File: config.mk
export PLATFORM = sky130hd
export DESIGN_NAME = rfu_cfg_ctrl
export DESIGN_NICKNAME = d
export VERILOG_FILES = /design/src/rtl/rfu_pkg.sv /design/src/rtl/rfu_bitstream_loader.sv /design/src/rtl/rfu_exec_timer.sv /design/src/rtl/rfu_pad_adapter.sv /design/src/rtl/rfu_cfg_ctrl.sv
export SDC_FILE = /design/constraint.sdc
export NUM_CORES = 1
export LEC_CHECK = 0
export BUFFER_PORTS_ARGS = -buffer_cell sky130_fd_sc_hd__buf_4
export CAP_MARGIN = 15
export CORE_AREA = 2 2 111 113
export DETAILED_ROUTE_END_ITERATION = 10
export DIE_AREA = 0 0 113 115
export PLACE_DENSITY = 0.47
export REMOVE_ABC_BUFFERS = 1
export SYNTH_ARGS = -nofsm -noshare
export SYNTH_HDL_FRONTEND = slang
export SYNTH_SLANG_ARGS = --single-unit
File: constraint.sdc
create_clock -name clk -period 2.2 [get_ports clk]
set_input_delay 0.11 -clock clk [delete_from_list [all_inputs] [get_ports clk]]
set_output_delay 0.11 -clock clk [all_outputs]
set_load 0.005 [all_outputs]
File: src/rtl/rfu_pkg.sv
package rfu_pkg;
  typedef enum logic [1:0] {
    ST_IDLE = 2'd0,
    ST_LOAD = 2'd1,
    ST_EXEC = 2'd2
  } ctl_state_e;
endpackage

File: src/rtl/rfu_bitstream_loader.sv
module rfu_bitstream_loader #(
  parameter int IDX_W  = 4,
  parameter int BS_LEN = 32,
  localparam int ADDR_W = (BS_LEN > 1) ? $clog2(BS_LEN) : 1
) (
  input  logic              clk,
  input  logic              rst,
  input  logic              start,
  input  logic [IDX_W-1:0]  idx,
  output logic              rd_en,
  output logic [IDX_W-1:0]  rd_idx,
  output logic [ADDR_W-1:0] rd_addr,
  input  logic              rd_bit,
  output logic              cfg_en,
  output logic              cfg_bit,
  output logic              finished
);
  localparam logic [ADDR_W-1:0] LAST_ADDR = ADDR_W'(BS_LEN - 1);

  logic rd_d1;

  // read address generator: one cache address per cycle
  always_ff @(posedge clk) begin
    if (rst) begin
      rd_en   <= 1'b0;
      rd_addr <= '0;
      rd_idx  <= '0;
    end else if (start && !rd_en) begin
      rd_en   <= 1'b1;
      rd_addr <= '0;
      rd_idx  <= idx;
    end else if (rd_en) begin
      if (rd_addr == LAST_ADDR) begin
        rd_en <= 1'b0;
      end else begin
        rd_addr <= rd_addr + 1'b1;
      end
    end
  end

  // cache data arrives one cycle after the read; retime it onto the array
  always_ff @(posedge clk) begin
    if (rst) begin
      rd_d1    <= 1'b0;
      cfg_en   <= 1'b0;
      cfg_bit  <= 1'b0;
      finished <= 1'b0;
    end else begin
      rd_d1    <= rd_en;
      cfg_en   <= rd_d1;
      cfg_bit  <= rd_d1 ? rd_bit : 1'b0;
      finished <= cfg_en && !rd_d1;
    end
  end
endmodule

File: src/rtl/rfu_exec_timer.sv
module rfu_exec_timer #(
  parameter int LAT_W   = 4,
  parameter int DEF_LAT = 2
) (
  input  logic             clk,
  input  logic             rst,
  input  logic             lat_we,
  input  logic [LAT_W-1:0] lat_val,
  input  logic             start,
  input  logic             clear,
  output logic             done
);
  logic [LAT_W-1:0] lat_q;
  logic [LAT_W-1:0] cnt;
  logic             running;

  always_ff @(posedge clk) begin
    if (rst) begin
      lat_q <= LAT_W'(DEF_LAT);
    end else if (lat_we) begin
      lat_q <= lat_val;
    end
  end

  always_ff @(posedge clk) begin
    if (rst) begin
      running <= 1'b0;
      cnt     <= '0;
      done    <= 1'b0;
    end else if (start) begin
      running <= 1'b1;
      cnt     <= '0;
      done    <= 1'b0;
    end else if (running) begin
      if (cnt == lat_q) begin
        running <= 1'b0;
        done    <= 1'b1;
      end else begin
        cnt <= cnt + 1'b1;
      end
    end else if (clear) begin
      done <= 1'b0;
    end
  end
endmodule

File: src/rtl/rfu_pad_adapter.sv
module rfu_pad_adapter #(
  parameter int W = 16
) (
  input  logic           clk,
  input  logic           rst,
  input  logic           load_ops,
  input  logic [W-1:0]   op1,
  input  logic [W-1:0]   op2,
  input  logic           capture,
  input  logic           zero_res,
  input  logic [W-1:0]   pad_out,
  output logic [2*W-1:0] pad_in,
  output logic [W-1:0]   res
);
  // fixed pad map: first operand on the low pads, second on the high pads
  always_ff @(posedge clk) begin
    if (rst) begin
      pad_in <= '0;
    end else if (load_ops) begin
      pad_in <= {op2, op1};
    end
  end

  always_ff @(posedge clk) begin
    if (rst || zero_res) begin
      res <= '0;
    end else if (capture) begin
      res <= pad_out;
    end
  end
endmodule

File: src/rtl/rfu_cfg_ctrl.sv
module rfu_cfg_ctrl
  import rfu_pkg::*;
#(
  parameter int W       = 16,
  parameter int IDX_W   = 4,
  parameter int BS_LEN  = 32,
  parameter int LAT_W   = 4,
  parameter int DEF_LAT = 2,
  localparam int ADDR_W = (BS_LEN > 1) ? $clog2(BS_LEN) : 1
) (
  input  logic              clk,
  input  logic              rst,
  input  logic              set_req,
  input  logic [IDX_W-1:0]  set_idx,
  output logic              set_busy,
  output logic              set_ack,
  input  logic              lat_wr,
  input  logic [LAT_W-1:0]  lat_val,
  input  logic              exec_req,
  input  logic [W-1:0]      op1,
  input  logic [W-1:0]      op2,
  output logic              exec_done,
  output logic              exec_err,
  input  logic              store_req,
  output logic [W-1:0]      res_out,
  output logic              res_valid,
  output logic              cache_rd_en,
  output logic [IDX_W-1:0]  cache_idx,
  output logic [ADDR_W-1:0] cache_addr,
  input  logic              cache_bit,
  output logic              cfg_en,
  output logic              cfg_bit,
  output logic [2*W-1:0]    pad_in,
  input  logic [W-1:0]      pad_out
);
  ctl_state_e state;
  logic       cfg_valid;
  logic       ld_fin;

  logic in_idle, take_set, take_exec, bad_exec, take_lat, do_store;

  // idle arbitration: configure beats compute beats latency write
  always_comb begin
    in_idle   = (state == ST_IDLE);
    take_set  = in_idle && set_req;
    take_exec = in_idle && !set_req && exec_req && cfg_valid;
    bad_exec  = in_idle && !set_req && exec_req && !cfg_valid;
    take_lat  = in_idle && !set_req && !exec_req && lat_wr;
    do_store  = (state == ST_EXEC) && store_req && exec_done;
  end

  always_ff @(posedge clk) begin
    if (rst) begin
      state     <= ST_IDLE;
      cfg_valid <= 1'b0;
      set_busy  <= 1'b0;
      exec_err  <= 1'b0;
      res_valid <= 1'b0;
    end else begin
      exec_err  <= bad_exec;
      res_valid <= do_store;
      unique case (state)
        ST_IDLE: begin
          if (take_set) begin
            state     <= ST_LOAD;
            set_busy  <= 1'b1;
            cfg_valid <= 1'b0;
          end else if (take_exec) begin
            state <= ST_EXEC;
          end
        end
        ST_LOAD: begin
          if (ld_fin) begin
            state     <= ST_IDLE;
            set_busy  <= 1'b0;
            cfg_valid <= 1'b1;
          end
        end
        ST_EXEC: begin
          if (do_store) state <= ST_IDLE;
        end
        default: state <= ST_IDLE;
      endcase
    end
  end

  assign set_ack = ld_fin;

  rfu_bitstream_loader #(.IDX_W(IDX_W), .BS_LEN(BS_LEN)) u_loader (
    .clk      (clk),
    .rst      (rst),
    .start    (take_set),
    .idx      (set_idx),
    .rd_en    (cache_rd_en),
    .rd_idx   (cache_idx),
    .rd_addr  (cache_addr),
    .rd_bit   (cache_bit),
    .cfg_en   (cfg_en),
    .cfg_bit  (cfg_bit),
    .finished (ld_fin)
  );

  rfu_exec_timer #(.LAT_W(LAT_W), .DEF_LAT(DEF_LAT)) u_timer (
    .clk     (clk),
    .rst     (rst),
    .lat_we  (take_lat),
    .lat_val (lat_val),
    .start   (take_exec),
    .clear   (do_store),
    .done    (exec_done)
  );

  rfu_pad_adapter #(.W(W)) u_adapter (
    .clk      (clk),
    .rst      (rst),
    .load_ops (take_exec),
    .op1      (op1),
    .op2      (op2),
    .capture  (do_store),
    .zero_res (bad_exec),
    .pad_out  (pad_out),
    .pad_in   (pad_in),
    .res      (res_out)
  );
endmodule

Word level (Yosys, flattened, before mapping) --
Index checks and enable logic that the tools add are counted.
Storage, ports and cells: memories 0, input bits 63, bits in latches 0, memory bits (read-only) 0, bits in writable memories 0, logic and storage cells 80, register bits after elaboration 78, output and inout port bits 65
Cells by class: equality and inequality tests 9, muxes and demuxes 20, reductions and logical operators 28, shifts and indexed selects 0, order comparisons 0, divide/modulo/power cells 0, $add $sub $neg 2, $mul 0, bitwise operators 3
Operators by type and width (number):
- 1-bit two-way mux | 13
- 1-bit logical AND | 11
- 2-bit two-way mux | 4
- 2-bit one-hot mux with 3 select lines | 1
- 2-bit AND reduction | 3
- 3-bit AND reduction | 2
- 2-bit OR reduction | 3
- 5-bit by 1-bit adder with 5-bit output (second input constant) | 1
- 5-bit == test (second input constant) | 1
- 1-bit logical NOT | 5
- 4-bit by 1-bit adder with 4-bit output (second input constant) | 1
- 4-bit == test | 1
- 2-bit by 1-bit inequality test with 1-bit output (second input constant) | 2
- 2-bit inequality test (second input constant) | 2
- 1-bit one-hot mux with 2 select lines | 2
- 2-bit nonzero test | 2
- 3-bit by 1-bit inequality test with 1-bit output (second input constant) | 1
- 1-bit inverter | 3
- 2-bit by 1-bit == test with 1-bit output (second input constant) | 1
- 2-bit == test (second input constant) | 1
- 2-bit logical NOT | 1
- 1-bit logical OR | 1

Longest topological paths before layout --
Gate-level depths: netlist (run 1).
depth in word-level cells 7, depth in mapped cells 8, mapped depth without buffers 7

Cells and area by module --
A second synthesis (run 1) with hierarchy kept.
Second synthesis, totals: cells, all modules 291, area total of the unflattened synthesis 2992.9 µm²
By module, submodules not included:
- rfu_pad_adapter | times used 1, area an instance 1711.6 µm², sequential area each 960.9 µm², cells an instance 157
- rfu_bitstream_loader | times used 1, area an instance 551.8 µm², sequential area each 280.3 µm², cells an instance 56
- rfu_exec_timer | times used 1, area an instance 452.9 µm², sequential area each 200.2 µm², cells an instance 47
- rfu_cfg_ctrl | times used 1, area an instance 276.5 µm², sequential area each 120.1 µm², cells an instance 31

Least setup slack after synthesis (run 1) --
Ideal clock, no wire load.
path type register to register, start reg state[1], end reg u_adapter.pad_in[23], clock period less this slack 1.690 ns, path buffers 3, cell stages (with the launch flop) 8, data required time 2.068 ns, library setup time 0.132 ns, slack 0.510 ns, data arrival time 1.557 ns, path through dfxtp_1 > buf_6 > or4b_4 > or2_1 > buf_2 > buf_6 > nand2_1 > a21oi_1
Between the ends: longest elaborated chain between the ends 4
RTL lines:
- start, declared | RTL line rfu_cfg_ctrl.sv:36 | ctl_state_e state;
- start signal, assigned | RTL line rfu_cfg_ctrl.sv:54 | state <= ST_IDLE;
- start signal, assigned | RTL line rfu_cfg_ctrl.sv:65 | state <= ST_LOAD;
- start signal, assigned | RTL line rfu_cfg_ctrl.sv:69 | state <= ST_EXEC;
- 2-bit logical NOT | RTL line rfu_cfg_ctrl.sv:44 | in_idle = (state == ST_IDLE);
- 1-bit logical AND (3 in series) | RTL line rfu_cfg_ctrl.sv:46 | take_exec = in_idle && !set_req && exec_req && cfg_valid;
- end signal, assigned | RTL line rfu_pad_adapter.sv:20 | pad_in <= {op2, op1};
- end, declared | RTL line rfu_pad_adapter.sv:12 | output logic [2*W-1:0] pad_in,
Every way passes these cells. A chain may end at the register's enable or synchronous reset.

Final worst setup path (run 1) --
start reg state[1], end reg u_adapter.pad_in[3]
Same word-level chain as after synthesis.

==> flow_summary_export.csv, run 1 <==
group,metric,value,unit
status,status,"finished, violations left",
status,violations,"design-rule violations",
synthesis,synth-xor-area-share,2.439,%
critical_path,cp-start-kind,"flop",
synthesis,yosysSeqAreaShare,54.36,%
clock_network,clk_latency,0.33,ns
route,drcViolationCount,8,
global_routing,grt_max_degree,34,
synthesis,synth_top_area_cell,"dfxtp_1",
synthesis,yosysUniqueCellTypes,33,
synthesis,yosys-mux-area-fraction,3.876,%
sta,timing.slew.headroom,57.77,%
route,vias_per_cell,4.282,
layout,final_common_cell,"buf_4",
clock_network,clock-sinks,78,
critical_path,critical_path_class,"reg -> reg",
sta,timing.fmax,549.0,MHz
critical_path,required,2.41,ns
layout,drive_gt1_share,33.26,%
sta,drv_slew,0,
clock_network,ctsHoldBuffers,2,
hold_path,holdPathEnd,"u_loader.rd_idx[0]",
clock_network,post_cts_buffers,0,
power,power,3.192,mW
hold_path,hold_depth,3,
sta,tightestPinTransition,0.6282,ns
synthesis,syn_avg_cell_area,8.575,µm²
clock_network,cts_root_buf,"clkbuf_16",
layout,diodes,0,
critical_path,end_kind,"flop",
layout,nNetsFinal,530,
global_routing,antenna_found_initial,0,
critical_path,r2r_end,"u_adapter.pad_in[3]",
clock_network,htreeDepth,3,
synthesis,synth.cell_area,0.002873,mm²
power,p_leak,1.806,nW
sta,worst_slack,0.3786,ns
hold_path,holdCritPathClass,"in -> reg",
die,row_count,40,
sta,final.setup.tns,0,ns
critical_path,crit_path_max_fanout,31,
synthesis,synthTopCellsByArea,"dfxtp_1 54%, nand2_1 14%, a21oi_1 9.8%",
job,maxCapViolations,0,
die,initial_utilization,24.32,%
synthesis,yosys.area_share.simple,21.86,%
sta,setup_viol,0,
die,io_pins,128,
synthesis,synth_top_family_by_area,"simple AND/OR/NAND/NOR gates",
die,dieHeight,115,µm
synthesis,synthArstFlopShare,0,%
clock_network,cts_resized,0,
route,ant_nets,0,
critical_path,arrival,2.03,ns
route,routed_wl,7597,µm
die,core_region_area,0.01181,mm²
layout,seq_area,0.001562,mm²
route,drtIter0Drc,163,
route,dr.pass1.iters,7,
synthesis,synth_compound_area_share,11.63,%
global_routing,grt_pass1_wl,11760,µm
place,io_buffers,127,
die,die_width,113,µm
global_routing,gr-total-overflow,0,
power,power.density,742.4,mW/mm²
clock_network,clkSlewWorstSetupHoldPaths,0.06,ns
global_routing,track_usage,11.55,%
synthesis,synthCells,335,
synthesis,synthAdderAreaFrac,1.307,%
sta,fin_crit_sh,82.79,%
sta,clock_skew,0.006192,ns
hold_path,min_from,"set_idx[0]",
clock_network,cts_tree,"yes",
sta,final.min_clock_period,1.821,ns
synthesis,ys_warn_count,0,
place,gp_congestion,0.7136,
global_routing,grt_pass1_vias,2417,
die,dieArea,0.01300,mm²
sta,finalHoldViolCount,0,
layout,fillers,1243,
clock_network,cts_inserted_buffers,9,
sta,rsz0062_at_grt,"no",
route,dr_total_vias,2638,
layout,multi_input_area,0.001181,mm²
synthesis,synth-edff-count,0,
critical_path,reg2reg_from,"state[1]",
synthesis,ys.flop_type,"dfxtp_1",
critical_path,r2r_cells,5,
layout,mostFrequentLayoutCells,"135 x buf_4, 105 x nand2_1, 78 x dfxtp_1",
route,wl_per_cell,12.33,µm
clock_network,clockBufferDepth,2,
place,dp_worst_setup_slack,0.3781,ns
power,ir_drop,0.2821,mV
synthesis,synth_top_area_share,54.36,%
critical_path,ff2ff_setup_slack,0.38,ns
layout,syn2layout_area_growth,49.65,%
synthesis,ys_seq_elements,78,
place,dp.final_hpwl,5397,µm
critical path: stages (launching register included):
cell and delay, ns:
dfxtp_1 0.38, or4b_4 0.59, or2_1 0.28, buf_4 0.26
nand2_1 0.11, a21oi_1 0.06
synthesized netlist by cell type (all sizes together) (3+ instances only):
library cell and count:
ha 3, mux2i 10, nor2 19, buf 10, a21oi 56, nor4 3
xor2 6, dfxtp 78, o21ai 5, inv 5, clkbuf 9, nor2b 4
nand2 105
routing by layer:
metal	vias to the layer above	GRT usage, %	share of wire [%]
met5	-	0	0
met4	0	5.610	1.4
met3	10	4.059	8.0
met2	85	17.64	46
met1	1185	14.60	45
li1	1358	-	-
how the worst max path moves through the flow:
| stage | start | to |
|---|---|---|
| 6_report | state[1] | u_adapter.pad_in[3] |
| 5_1_grt | state[1] | u_adapter.pad_in[29] |
| 4_1_cts | state[1] | u_adapter.pad_in[3] |
| 3_5_place_dp | state[1] | u_adapter.pad_in[27] |
| 3_3_place_gp | state[1] | u_adapter.pad_in[28] |
| 2_1_floorplan | state[1] | u_adapter.pad_in[0] |
state kept, by name, summed over array words and instances, names as in the netlist, 2 cells and up:
register / cells
state: 2
u_adapter.pad_in: 32
u_adapter.res: 16
u_loader.rd_addr: 5
u_loader.rd_idx: 4
u_timer.cnt: 4
u_timer.lat_q: 4
kinds of logic (layout without fill, tap and decap cells):
kind of cell | Yosys count | count (layout)
buffers and inverters | 24 | 158
and+or+nand+nor | 147 | 147
xor gates and xnor gates | 8 | 8
DFF | 78 | 78
muxes | 11 | 11
AOI/OAI and AO/OA | 64 | 64
adders and majority gates | 3 | 3
power by group:
group / internal (mW) / leakage, nW / switching (mW)
registers: 1.43 / 0.630 / 0.0152
clock network: 0.998 / 0.162 / 0.549
logic: 0.121 / 1.01 / 0.0774
layout make-up:
| class | count | share of cell area (%) |
|---|---|---|
| multi-input cells | 233 | 27.47 |
| clock buffers | 13 | 6.519 |
| inverters | 5 | 0.4366 |
| well taps | 147 | 4.278 |
| repair buffers | 137 | 24.04 |
| flip-flops and latches | 78 | 36.32 |
| clock inverters | 3 | 0.9313 |
through the flow:
step	cells	utilization [%]	instance area (µm²)	hold slack, ns
2_1_floorplan	316	-	2761	0.1791
3_3_place_gp	598	33.52	3959	0.3137
3_5_place_dp	598	33.52	3959	0.3169
4_1_cts	616	36.40	4299	0.002300
5_1_grt	616	36.40	4299	0.01468
6_report	616	36.40	4299	0.02196
(Power assumes the default switching activity.)
==> inputs of run 2 (changes only) <==
--- a/config.mk
+++ b/config.mk
@@ -5,11 +5,12 @@
 export SDC_FILE = /design/constraint.sdc
 export NUM_CORES = 1
 export LEC_CHECK = 0
+export ABC_AREA = 1
 export BUFFER_PORTS_ARGS = -buffer_cell sky130_fd_sc_hd__buf_4
 export CAP_MARGIN = 15
-export CORE_AREA = 2 2 111 113
+export CORE_AREA = 2 2 112 114
 export DETAILED_ROUTE_END_ITERATION = 10
-export DIE_AREA = 0 0 113 115
+export DIE_AREA = 0 0 114 116
 export PLACE_DENSITY = 0.47
 export REMOVE_ABC_BUFFERS = 1
 export SYNTH_ARGS = -nofsm -noshare
==> constraint.sdc (replaced) <==
create_clock -name clk -period 1.7 [get_ports clk]
set_input_delay 0.085 -clock clk [delete_from_list [all_inputs] [get_ports clk]]
set_output_delay 0.085 -clock clk [all_outputs]
set_load 0.005 [all_outputs]
==> run 2 against run 1 <==
  * Fmax rose by 15%
  * Critical path depth up 2
  * The flow now finishes without violations
  * Clock power is 19% higher
  * Critical path type unchanged
  * Design area up 4.1%
==> flow_summary_export.csv, run 2 <==
group,metric,value,unit
power,ir_drop,0.5806,mV
place,placed_cell_area,0.004064,mm²
power,p_leak,1.902,nW
synthesis,synthMostInstantiatedCell,"dfxtp_1",
clock_network,clockBufferDepth,2,
sta,final.min_clock_period,1.588,ns
die,die_width,114,µm
synthesis,synth_compound_area_share,18.65,%
global_routing,gr-total-overflow,0,
route,ant_nets,0,
clock_network,cts_tree,"yes",
synthesis,synthCells,361,
layout,syn2layout_area_growth,50.89,%
synthesis,syn_avg_cell_area,8.214,µm²
layout,final_cells,651,
critical_path,crit_path_frequent_cell,"ha_1",
layout,largest_register_ff_count,32,
clock_network,clk_latency,0.33,ns
route,vias_per_cell,4.189,
die,row_count,40,
layout,mostFrequentLayoutCells,"131 x buf_4, 78 x dfxtp_1, 71 x nand2_1",
sta,timing.fmax,629.7,MHz
critical_path,end_kind,"flop",
layout,finalInstanceArea,0.004474,mm²
synthesis,yosys-mux-area-fraction,0,%
clock_network,clkSlewWorstSetupHoldPaths,0.06,ns
sta,timing.slew.headroom,71.42,%
synthesis,synth.cell_area,0.002965,mm²
sta,clock_skew,0.003022,ns
global_routing,track_usage,11.94,%
critical_path,critical_path_class,"reg -> reg",
layout,fillers,1237,
global_routing,grt_pass1_vias,2644,
critical_path,cp-start-kind,"flop",
place,placed_cells,625,
synthesis,yosys.area_share.simple,15.78,%
synthesis,ys_seq_elements,78,
critical_path,required,1.93,ns
layout,post-route-util,37.56,%
synthesis,yosysSeqAreaShare,52.66,%
clock_network,cts_inserted_buffers,9,
layout,final_common_cell,"buf_4",
route,drtIter0Drc,95,
hold_path,holdCritPathClass,"in -> reg",
route,wl_per_cell,11.99,µm
sta,finalHoldViolCount,0,
clock_network,htreeDepth,3,
critical_path,path_cells,"ha_1, and3_1, ha_1, nor2_2, nand4_1, xor2_1, nor2_1",
synthesis,ys.flop_type,"dfxtp_1",
layout,regMostFlops,"u_adapter.pad_in",
route,dr_total_vias,2727,
route,dr.pass1.iters,4,
synthesis,ys_warn_count,0,
critical_path,arrival,1.81,ns
place,gp_congestion,0.7108,
synthesis,synthAdderAreaFrac,1.266,%
synthesis,synthTopCellsByArea,"dfxtp_1 53%, a21oi_1 10%, nand2_1 9.0%",
place,io_buffers,127,
global_routing,grt_pass1_wl,12290,µm
synthesis,synth_top_area_cell,"dfxtp_1",
critical_path,crit_path_max_fanout,4,
synthesis,synth_top_area_share,52.66,%
sta,rsz0062_at_grt,"no",
global_routing,antenna_found_initial,0,
layout,diodes,0,
die,dieArea,0.01322,mm²
sta,drv_slew,0,
layout,reg_top3,"u_adapter.pad_in: 32 flops, u_adapter.res: 16 flops, u_loader.rd_addr: 5 flops",
job,maxCapViolations,0,
global_routing,grt_max_degree,68,
die,dieHeight,116,µm
route,drcViolationCount,0,
critical_path,critPathMaxStageDelay,0.35,ns
route,routed_wl,7806,µm
layout,nNetsFinal,568,
sta,setup_viol,0,
synthesis,synth_top_family_by_area,"compound AO/OA/AOI/OAI gates",
synthesis,yosysUniqueCellTypes,24,
power,power.density,901.2,mW/mm²
sta,fin_crit_sh,93.42,%
die,core_region_area,0.01191,mm²
die,io_pins,128,
synthesis,synthArstFlopShare,0,%
synthesis,synthTopCellsByCount,"78 x dfxtp_1, 71 x nand2_1, 60 x a21oi_1, 50 x inv_1, 35 x o21ai_0",
die,initial_utilization,24.89,%
clock_network,cts_root_buf,"clkbuf_16",
synthesis,synth-xor-area-share,1.477,%
critical_path,cp_slowest_cell,"dfxtp_1",
place,dp.final_hpwl,5465,µm
layout,drive_gt1_share,31.75,%
sta,tightestPinTransition,0.4282,ns
status,status,"completed",
clock_network,clock-sinks,78,
synthesis,synth-edff-count,0,
[run 2: cell count changes in the layout (fill, tap and decap cells not counted), sizes merged, moves of 6 or more]
cell	before	now
dlygate4sd3	2	13
nand3	2	12
o21ai	5	35
inv	5	50
a21oi	56	68
mux2i	10	0
nor2	19	13
nand2	105	71
[run 2: final cells by class]
class | count | area (µm²) | area share [%]
Clock buffer | 11 | 242.7 | 5.425
Clock inverter | 2 | 35.03 | 0.7830
Inverter | 51 | 192.7 | 4.306
Multi-Input combinational cell | 216 | 1105 | 24.69
Sequential cell | 78 | 1562 | 34.90
Tap cell | 147 | 183.9 | 4.111
Timing Repair Buffer | 146 | 1154 | 25.78
[run 2: where the power goes]
group | total [mW] | switching, mW | internal, mW | leakage [nW]
clock network | 1.85 | 0.704 | 1.15 | 0.137
registers | 1.87 | 0.0197 | 1.86 | 0.630
logic | 0.304 | 0.127 | 0.177 | 1.13
[run 2: cells by family after synthesis]
family                     Yosys count
AOI/OAI and AO/OA                  104
xor gates and xnor gates             5
adders and majority gates            3
buffers and inverters               67
DFF                                 78
and+or+nand+nor                    104
[run 2: path summary, 6_finish.rpt]
path                                          start                   to  slack (ns)  cells past startpoint
worst min register to register  u_adapter.pad_in[8]  u_adapter.pad_in[8]        0.44                      2
worst min-delay path                     pad_out[4]     u_adapter.res[4]        0.01                      3
worst max register to register  u_loader.rd_addr[0]  u_loader.rd_addr[3]        0.11                      7
worst max-delay path            u_loader.rd_addr[0]  u_loader.rd_addr[3]        0.11                      7
[run 2: routing by layer]
layer	global-route usage, %	wire [µm]
met5	0	0
met4	4.634	123
met3	5.910	576
met2	19.56	3806
met1	13.40	3299
[run 2: critical path, delay by kind of cell, from the launching register on]
family,cells,cell delay [ns]
flip-flops,1,0.35
adder cells (fa/ha/maj),2,0.40
AND/OR/NAND/NOR,4,0.58
XOR/XNOR,1,0.15
[run 2: per-stage QoR]
| stage | total power, mW | hold WS [ns] | TNS, ns | setup WS [ns] |
|---|---|---|---|---|
| floorplan | 2.009 | 0.1541 | -1.338 | -0.07617 |
| global placement | 2.195 | 0.3302 | 0 | 0.1464 |
| detailed placement | 2.197 | 0.3322 | 0 | 0.03796 |
| CTS | 4.110 | 0.001887 | 0 | 0.01605 |
| global route | 4.195 | 0.007244 | 0 | 0.009722 |
| finish | 4.032 | 0.01268 | 0 | 0.1119 |
[run 2: what timing repair did]
action / in CTS / in global routing
gates resized for setup: 0 / 1
endpoints found under the setup margin: 0 / 5
buffers inserted: 0 / 0
endpoints found under the hold margin: 13 / 0
hold buffers: 13 / 0
